**src/rtl/tmr_pkg.sv**
```systemverilog
package tmr_pkg;
  localparam logic [1:0] ADDR_CTRL = 2'd0;
  localparam logic [1:0] ADDR_VAL  = 2'd1;
  localparam logic [1:0] ADDR_REL  = 2'd2;
  localparam int OVF_BIT = 6;
  localparam int EVT_BIT = 7;
  localparam int CTRL_BITS = 6;

  typedef struct packed {
    logic clkout_en;  // bit 5
    logic irq_en;     // bit 4
    logic cap_sel;    // bit 3
    logic ext_en;     // bit 2
    logic down_en;    // bit 1
    logic run;        // bit 0
  } ctrl_t;
endpackage

```
**src/rtl/tmr_pin_sync.sv**
```systemverilog
module tmr_pin_sync #(
  parameter int STAGES = 2
) (
  input  logic clk,
  input  logic rst_n,
  input  logic pin,
  output logic level
);
  logic [STAGES-1:0] chain;

  genvar g;
  generate
    for (g = 0; g < STAGES; g++) begin : g_stage
      if (g == 0) begin : g_first
        always_ff @(posedge clk or negedge rst_n)
          if (!rst_n) chain[0] <= 1'b0;
          else        chain[0] <= pin;
      end else begin : g_rest
        always_ff @(posedge clk or negedge rst_n)
          if (!rst_n) chain[g] <= 1'b0;
          else        chain[g] <= chain[g-1];
      end
    end
  endgenerate

  assign level = chain[STAGES-1];
endmodule

```
**src/rtl/tmr_count_core.sv**
```systemverilog
module tmr_count_core #(
  parameter int W = 16
) (
  input  logic         clk,
  input  logic         rst_n,
  input  logic         run,
  input  logic         tick,
  input  logic         count_up,
  input  logic         zero_req,
  input  logic         load_req,
  input  logic [W-1:0] load_val,
  input  logic [W-1:0] reload_val,
  output logic [W-1:0] cnt,
  output logic         rollover
);
  localparam logic [W-1:0] MAXV = '1;

  // {wrap, next value} for one upward step
  function automatic logic [W:0] step_up(input logic [W-1:0] c, input logic [W-1:0] r);
    if (c == MAXV) return {1'b1, r};
    return {1'b0, c + 1'b1};
  endfunction

  // {wrap, next value} for one downward step; passing the reload value wraps
  function automatic logic [W:0] step_down(input logic [W-1:0] c, input logic [W-1:0] r);
    if (c == r) return {1'b1, MAXV};
    return {1'b0, c - 1'b1};
  endfunction

  logic         advance;
  logic [W:0]   step;

  assign advance  = run & tick;
  assign step     = count_up ? step_up(cnt, reload_val) : step_down(cnt, reload_val);
  assign rollover = advance & step[W];

  always_ff @(posedge clk or negedge rst_n)
    if (!rst_n)        cnt <= '0;
    else if (load_req) cnt <= load_val;
    else if (zero_req) cnt <= '0;
    else if (advance)  cnt <= step[W-1:0];

  a_r2_hold: assert property (@(posedge clk) disable iff (!rst_n)
    (!run && !load_req && !zero_req) |=> $stable(cnt));
  a_r3_up_wrap: assert property (@(posedge clk) disable iff (!rst_n)
    (run && tick && count_up && cnt == MAXV && !load_req && !zero_req) |=> cnt == $past(reload_val));
  a_r4_down_wrap: assert property (@(posedge clk) disable iff (!rst_n)
    (run && tick && !count_up && cnt == reload_val && !load_req && !zero_req) |=> cnt == MAXV);
  a_r8_zero: assert property (@(posedge clk) disable iff (!rst_n)
    (zero_req && !load_req) |=> cnt == '0);
endmodule

```
**src/rtl/tmr_ctrl_regs.sv**
```systemverilog
module tmr_ctrl_regs
  import tmr_pkg::*;
#(
  parameter int W = 16
) (
  input  logic         clk,
  input  logic         rst_n,
  input  logic         wr_en,
  input  logic [1:0]   addr,
  input  logic [W-1:0] wdata,
  input  logic         evt_lvl,
  input  logic         rollover,
  input  logic [W-1:0] cnt,
  output ctrl_t        ctrl,
  output logic         ovf_flag,
  output logic         evt_flag,
  output logic [W-1:0] reload_val,
  output logic         zero_req,
  output logic         clk_out
);
  logic evt_prev, evt_fall, evt_hit, capture, wr_ctrl, wr_rel;

  assign wr_ctrl  = wr_en && addr == ADDR_CTRL;
  assign wr_rel   = wr_en && addr == ADDR_REL;
  assign evt_fall = evt_prev & ~evt_lvl;
  assign evt_hit  = evt_fall & ctrl.ext_en;
  assign capture  = evt_hit & ctrl.cap_sel;
  assign zero_req = evt_hit & ~ctrl.cap_sel;

  always_ff @(posedge clk or negedge rst_n)
    if (!rst_n) evt_prev <= 1'b0;
    else        evt_prev <= evt_lvl;

  always_ff @(posedge clk or negedge rst_n)
    if (!rst_n) ctrl <= '0;
    else if (wr_ctrl) ctrl <= ctrl_t'(wdata[CTRL_BITS-1:0]);

  always_ff @(posedge clk or negedge rst_n)
    if (!rst_n) begin
      ovf_flag <= 1'b0;
      evt_flag <= 1'b0;
    end else begin
      ovf_flag <= ((wr_ctrl && !wdata[OVF_BIT]) ? 1'b0 : ovf_flag) | rollover;
      evt_flag <= ((wr_ctrl && !wdata[EVT_BIT]) ? 1'b0 : evt_flag) | evt_hit;
    end

  always_ff @(posedge clk or negedge rst_n)
    if (!rst_n)       reload_val <= '0;
    else if (wr_rel)  reload_val <= wdata;
    else if (capture) reload_val <= cnt;

  always_ff @(posedge clk or negedge rst_n)
    if (!rst_n)              clk_out <= 1'b0;
    else if (!ctrl.clkout_en) clk_out <= 1'b0;
    else if (rollover)       clk_out <= ~clk_out;

  a_r6_ignored: assert property (@(posedge clk) disable iff (!rst_n)
    !ctrl.ext_en |=> !$rose(evt_flag));
  a_r7_capture: assert property (@(posedge clk) disable iff (!rst_n)
    (capture && !wr_rel) |=> reload_val == $past(cnt));
  a_r9_sticky: assert property (@(posedge clk) disable iff (!rst_n)
    (ovf_flag && !wr_ctrl) |=> ovf_flag);
  a_r11_quiet: assert property (@(posedge clk) disable iff (!rst_n)
    !ctrl.clkout_en |=> !clk_out);
  a_r11_toggle: assert property (@(posedge clk) disable iff (!rst_n)
    (ctrl.clkout_en && rollover) |=> clk_out != $past(clk_out));
endmodule

```
**src/rtl/updn_event_timer.sv**
```systemverilog
module updn_event_timer
  import tmr_pkg::*;
#(
  parameter int WIDTH = 16,
  parameter int SYNC_STAGES = 2
) (
  input  logic             clk,
  input  logic             rst_n,
  input  logic [1:0]       bus_addr,
  input  logic             bus_wr,
  input  logic [WIDTH-1:0] bus_wdata,
  output logic [WIDTH-1:0] bus_rdata,
  input  logic             cnt_tick,
  input  logic             dir_pin,
  input  logic             evt_pin,
  output logic             clk_out,
  output logic             irq
);
  localparam int PAD = WIDTH - EVT_BIT - 1;

  ctrl_t            ctrl;
  logic             dir_lvl, evt_lvl, ovf_flag, evt_flag, zero_req, rollover;
  logic             count_up, load_val;
  logic [WIDTH-1:0] cnt, reload_val;

  tmr_pin_sync #(.STAGES(SYNC_STAGES)) u_dir_sync (
    .clk(clk), .rst_n(rst_n), .pin(dir_pin), .level(dir_lvl));
  tmr_pin_sync #(.STAGES(SYNC_STAGES)) u_evt_sync (
    .clk(clk), .rst_n(rst_n), .pin(evt_pin), .level(evt_lvl));

  assign count_up = ~ctrl.down_en | dir_lvl;
  assign load_val = bus_wr && bus_addr == ADDR_VAL;

  tmr_ctrl_regs #(.W(WIDTH)) u_regs (
    .clk(clk), .rst_n(rst_n), .wr_en(bus_wr), .addr(bus_addr), .wdata(bus_wdata),
    .evt_lvl(evt_lvl), .rollover(rollover), .cnt(cnt), .ctrl(ctrl),
    .ovf_flag(ovf_flag), .evt_flag(evt_flag), .reload_val(reload_val),
    .zero_req(zero_req), .clk_out(clk_out));

  tmr_count_core #(.W(WIDTH)) u_core (
    .clk(clk), .rst_n(rst_n), .run(ctrl.run), .tick(cnt_tick), .count_up(count_up),
    .zero_req(zero_req), .load_req(load_val), .load_val(bus_wdata),
    .reload_val(reload_val), .cnt(cnt), .rollover(rollover));

  assign irq = ctrl.irq_en & (evt_flag | (ovf_flag & ~ctrl.clkout_en));

  always_comb
    case (bus_addr)
      ADDR_CTRL: bus_rdata = {{PAD{1'b0}}, evt_flag, ovf_flag, ctrl};
      ADDR_VAL:  bus_rdata = cnt;
      ADDR_REL:  bus_rdata = reload_val;
      default:   bus_rdata = '0;
    endcase

  a_r10_mask: assert property (@(posedge clk) disable iff (!rst_n)
    !ctrl.irq_en |-> !irq);
  a_r10_clkmode: assert property (@(posedge clk) disable iff (!rst_n)
    (ctrl.clkout_en && !evt_flag) |-> !irq);
  a_r10_event: assert property (@(posedge clk) disable iff (!rst_n)
    (ctrl.irq_en && evt_flag) |-> irq);
endmodule

```
**config.mk**
```make
export PLATFORM = sky130hd
export DESIGN_NAME = updn_event_timer
export DESIGN_NICKNAME = d
export VERILOG_FILES = /design/src/rtl/tmr_pkg.sv /design/src/rtl/tmr_pin_sync.sv /design/src/rtl/tmr_count_core.sv /design/src/rtl/tmr_ctrl_regs.sv /design/src/rtl/updn_event_timer.sv
export SDC_FILE = /design/constraint.sdc
export NUM_CORES = 1
export LEC_CHECK = 0
export BUFFER_PORTS_ARGS = -buffer_cell sky130_fd_sc_hd__buf_2
export CORE_MARGIN = 2
export CORE_UTILIZATION = 29
export DETAILED_ROUTE_END_ITERATION = 7
export SYNTH_ARGS = -nofsm -noshare
export SYNTH_HDL_FRONTEND = slang
export SYNTH_SLANG_ARGS = --single-unit
```
**constraint.sdc**
```tcl
create_clock -name clk -period 2.7 [get_ports clk]
set_clock_uncertainty 0.15 [all_clocks]
set_input_delay 0.135 -clock clk [delete_from_list [all_inputs] [get_ports clk]]
set_output_delay 0.135 -clock clk [all_outputs]
set_load 0.05 [all_outputs]
```
**After elaboration in Yosys (flattened, before gate mapping)**

Cells that the tools add are included.

- Bits in registers: 46
- Bits in latches: 0
- RAM bits: 0
- ROM bits: 0
- Output and inout port bits: 18
- Memories: 0

- Add/subtract/negate cells: 2
- $mul: 0
- Divide/modulo/power cells: 0
- Magnitude comparators: 0
- Equality and inequality tests: 5
- Shift operators: 0
- Mux-type cells: 17
- Bitwise logic cells: 17
- Reductions and logical operators: 10

Operators by type and width:

| cell | number |
|---|---|
| two-way mux 17 bit | 5 |
| two-way mux 16 bit | 5 |
| one-hot mux 16 bit (3 select lines) | 1 |
| adder 16 x 1 -> 16 bit, second input constant | 1 |
| equality test 16 bit | 1 |
| equality test 16 bit, second input constant | 1 |
| subtractor 16 x 1 -> 16 bit, second input constant | 1 |
| bitwise AND 1 bit | 8 |
| two-way mux 1 bit | 6 |
| logical AND 1 bit | 5 |
| NOT 1 bit | 5 |
| bitwise OR 1 bit | 4 |
| nonzero test 3 bit | 1 |
| equality test 2 x 1 -> 1 bit, second input constant | 1 |
| equality test 2 bit, second input constant | 1 |
| zero test 1 bit | 2 |
| zero test 2 bit | 1 |
| inequality test 2 x 1 -> 1 bit, second input constant | 1 |
| nonzero test 2 bit | 1 |

**Depth between registers and ports, before layout**

- Depth after elaboration: 7
- Gate-level depth with buffers: 10
- Depth with buffers taken out: 8

**Cells and area by module**

A second synthesis with hierarchy kept.

- Cells, all modules: 352
- Area, all modules: 3435.8 µm²

By module, submodules not included:

| module | times used | cells an instance | area each (µm²) | seq. area each (µm²) |
|---|---|---|---|---|
| tmr_count_core | 1 | 216 | 1865.5 | 400.4 |
| tmr_ctrl_regs | 1 | 97 | 1153.6 | 650.6 |
| updn_event_timer | 1 | 35 | 316.6 | 0.0 |
| tmr_pin_sync | 2 | 2 | 50.0 | 50.0 |

**Worst setup path after synthesis**

OpenSTA, ideal clock, no wires.

- Path kind: flip-flop to flip-flop
- Start point: register u_core.cnt[0]
- End point: register u_core.cnt[8]
- Library setup time: 126 ps
- Arrival time: 1977 ps
- Required time: 2424 ps
- Path slack: 447 ps
- Stages on the path, launching flop included: 11
- Clock period less this slack: 2253 ps
- Cells stage by stage: dfrtp_1 -> buf_2 -> inv_1 -> ha_1 -> nand2b_1 -> or3_1 -> clkbuf_1 -> nor4_1 -> xnor2_1 -> a211oi_1 -> a221o_1

- Longest elaborated chain between the ends: 7
- Elaborated cells between the ends (all ways): 12

RTL lines:

| element | RTL line | RTL |
|---|---|---|
| start, declared | tmr_count_core.sv:13 | `output logic [W-1:0] cnt,` |
| start signal, assigned | tmr_count_core.sv:39 | `else if (load_req) cnt <= load_val;` |
| start signal, assigned | tmr_count_core.sv:41 | `else if (advance) cnt <= step[W-1:0];` |
| branches (longest 3 deep; another with subtractor 16 x 1 -> 16 bit) | - |  |
| two-way mux 17 bit (*) | tmr_count_core.sv:34 | `assign step = count_up ? step_up(cnt, reload_val) : step_down(cnt, reload_val);` |
| two-way mux 16 bit (*) | tmr_count_core.sv:41 |  |
| two-way mux 16 bit (*) | tmr_count_core.sv:40 | `else if (zero_req) cnt <= '0;` |
| two-way mux 16 bit (*) | tmr_count_core.sv:39 |  |

Mark *: on every way between the ends. The select of a mux whose other input is x is not followed.
A chain may end at the register's enable or synchronous reset.

**Worst setup path in the final report**

- Start point: register u_core.cnt[0]
- End point: register u_core.cnt[5]

Same word-level chain as after synthesis.

==> flow_summary.ini <==
[layout]
n_antenna_cell = 0
area_growth_syn_to_layout_pct = 16.3
nets = 453
reg_top3 = u_core.cnt (16), u_regs.reload_val (16), u_regs.ctrl (6)
nFillCells = 1233
drive_above_1_share = 0.187
regArea_um2 = 1150
multi_input_area_um2 = 2070
fin_util = 0.342

[floorplan]
start_util = 0.294
rows = 40
coreArea_um2 = 11900
die-area_um2 = 12900
chipHeight_um = 114
die_w_um = 114
ios = 42

[sta]
drv_slew = 0
rsz0062_at_grt = false
period_share = 0.929
finalHoldViolCount = 0
max-slew-margin-rel = 0.283
fmax_ghz = 0.398
fin_tns_setup_ns = 0
min_period_ns = 2.51
setup_viol = 0
setup_ws_ns = 0.190
worst_slew_pin_slew_ns = 1.08

[synthesis]
ys_ff_latch = 46
syn_area_um2 = 3480
netlist-cell-type-count = 64
syn_inst = 389
synth_area_leaders = dfrtp_1, mux2i_1, xor2_1
yosysTopAreaCellShare = 0.330
syn-mean-instance-area_um2 = 8.95
synth_edf_count = 0
synth_top_area_cell = dfrtp_1
async_reset_ff_frac = 1.00
syn-num-nets = 415
synth_ff_type = dfrtp_1
ys_warn_count = 0
ys_seq_area_frac = 0.330

[routing]
drc = 0
routed_wl_mm = 10.1
vias = 3120
drt_iter0_drc = 337
via_per_inst = 5.43
ant_nets = 0
drt_pass1_iterations = 5
routedWlPerCell_um = 17.7

[power_and_ir_drop]
p_leak_nw = 1.79
power_density_nw_per_um2 = 845
ir_drop_mv = 0.379

[worst_setup_path]
crit_type = register to register
reg2regPathDepth = 7
end_kind = register
r2r-start = u_core.cnt[0]$_DFFE_PN0P_
path_max_fanout = 10
required_ns = 2.72
cp-start-kind = register
reg2reg_slack_ns = 0.19
arrival_ns = 2.53
regToRegEndpoint = u_core.cnt[5]$_DFFE_PN0P_

[clocking]
cts_root_buf = clkbuf_16
cts_sinks = 46
cts_tree = built
cts_buffer_depth = 2
clk_pin_slew_ns = 0.07
clock_latency_ns = 0.29
cts_made_buffers = 5
postCtsSetupBuffers = 0
ctsHtreeMaxLevel = 2

[hold_path]
hold_path.class = input pin to register
hold_depth = 3
worstHoldEndpoint = u_regs.reload_val[15]$_DFFE_PN0P_
holdCritStartpoint = bus_wdata[15]

[global_route]
grt_usage = 0.163
grt_pass1_wl_mm = 16.8
grt_max_degree = 47
grt_pass1_vias = 3113
antenna_found_initial = 0
globalRoute.totalOverflow = 0

[place]
portBuffers = 41
dp_hpwl_mm = 7.31
pre_cts_ws_ns = 0.149
gp_congestion = 0.959

[run_status]
status = finished clean

[job]
maxCapViolCount = 0
==> power by group <==
group | total (W) | switching (W) | internal, W
registers | 0.00131 | 0.000427 | 0.000882
logic | 0.00140 | 0.000804 | 0.000593
clock network | 0.000720 | 0.000282 | 0.000438
total | 0.00343 | 0.00151 | 0.00191
==> Yosys cell counts, types with 8 or more instances <==
master    number
a22o_1         9
xnor2_1       10
nand2_1       45
clkbuf_1      15
xor2_1        23
buf_6          8
o21ai_0       21
mux2i_1       31
a221o_1       10
dfrtp_1       46
nor2_1        30
a21oi_1       23
buf_2         11
==> what timing repair did <==
item                                    4_1_cts  5_1_grt
resized for setup                             0        1
endpoints found under the setup margin        0        2
hold buffers                                 16        0
hold endpoints to repair                     69        0
==> worst max-delay path: stages, from the launching register on <==
cell	delay [ns]
dfrtp_1	0.55
ha_1	0.32
and4_1	0.33
and4_2	0.39
nand2b_1	0.08
a21oi_1	0.20
o31ai_1	0.09
a221o_1	0.30
==> worst max path at each step <==
stage | from | end | slack (ns) | depth (start not counted)
after floorplan | u_core.cnt[0]$_DFFE_PN0P_ | u_core.cnt[8]$_DFFE_PN0P_ | 0.45 | 10
after global placement | u_core.cnt[0]$_DFFE_PN0P_ | u_core.cnt[5]$_DFFE_PN0P_ | 0.22 | 7
after detailed placement | u_core.cnt[0]$_DFFE_PN0P_ | u_core.cnt[5]$_DFFE_PN0P_ | 0.15 | 7
after CTS | u_core.cnt[0]$_DFFE_PN0P_ | u_core.cnt[5]$_DFFE_PN0P_ | 0.16 | 7
after global routing | u_core.cnt[1]$_DFFE_PN0P_ | u_core.cnt[3]$_DFFE_PN0P_ | 0.03 | 7
final | u_core.cnt[0]$_DFFE_PN0P_ | u_core.cnt[5]$_DFFE_PN0P_ | 0.19 | 7
==> metrics by stage <==
stage	hold WS (ns)	cells	area [um^2]	power, W
final	0.0284	575	4050	0.00343
after global routing	0.0454	575	4050	0.00366
after CTS	0.0278	575	4050	0.00344
after detailed placement	0.0951	551	3720	0.00270
after global placement	0.0934	551	3720	0.00267
after floorplan	-0.311	389	3480	0.00241
==> cells by family after synthesis <==
group	synth area share
adder cells (fa/ha/maj)	0.00718
multiplexers	0.0891
buffers and inverters	0.0769
XOR/XNOR	0.0830
flip-flops	0.330
AO/OA/AOI/OAI	0.199
AND/OR/NAND/NOR	0.215
==> cell usage in the layout (no fill, tap or decap), types with 4 or more instances in the layout <==
master | synthesis | final
a211oi_1 | 7 | 7
a21oi_1 | 23 | 23
a221o_1 | 10 | 10
a221oi_1 | 5 | 5
a22o_1 | 9 | 9
buf_2 | 11 | 41
buf_4 | 3 | 14
clkbuf_16 | 0 | 5
dfrtp_1 | 46 | 46
dlygate4sd3_1 | 0 | 16
mux2i_1 | 31 | 31
nand2_1 | 45 | 45
nand2b_1 | 5 | 5
nand3_1 | 7 | 7
nand4_1 | 5 | 5
nor2_1 | 30 | 30
nor3_1 | 4 | 4
nor4_1 | 5 | 5
nor4_2 | 4 | 4
o21ai_0 | 21 | 21
or3_1 | 4 | 4
xnor2_1 | 10 | 10
xor2_1 | 23 | 23
==> layout make-up <==
cell class / instances / share of cell area
clock buffer: 6 / 0.0318
clock inverter: 2 / 0.00926
inverter: 3 / 0.00278
multi-input combinational: 300 / 0.511
sequential: 46 / 0.284
tap: 147 / 0.0454
timing repair buffer: 71 / 0.116
==> per-layer routing <==
metal | track usage | vias to the layer above | wire, um
met4 | 0.0341 | 0 | 104
met3 | 0.0282 | 10 | 566
met5 | 0 | - | 0
li1 | - | 1490 | -
met2 | 0.262 | 109 | 4840
met1 | 0.230 | 1511 | 4630
(Power assumes the default switching activity.)
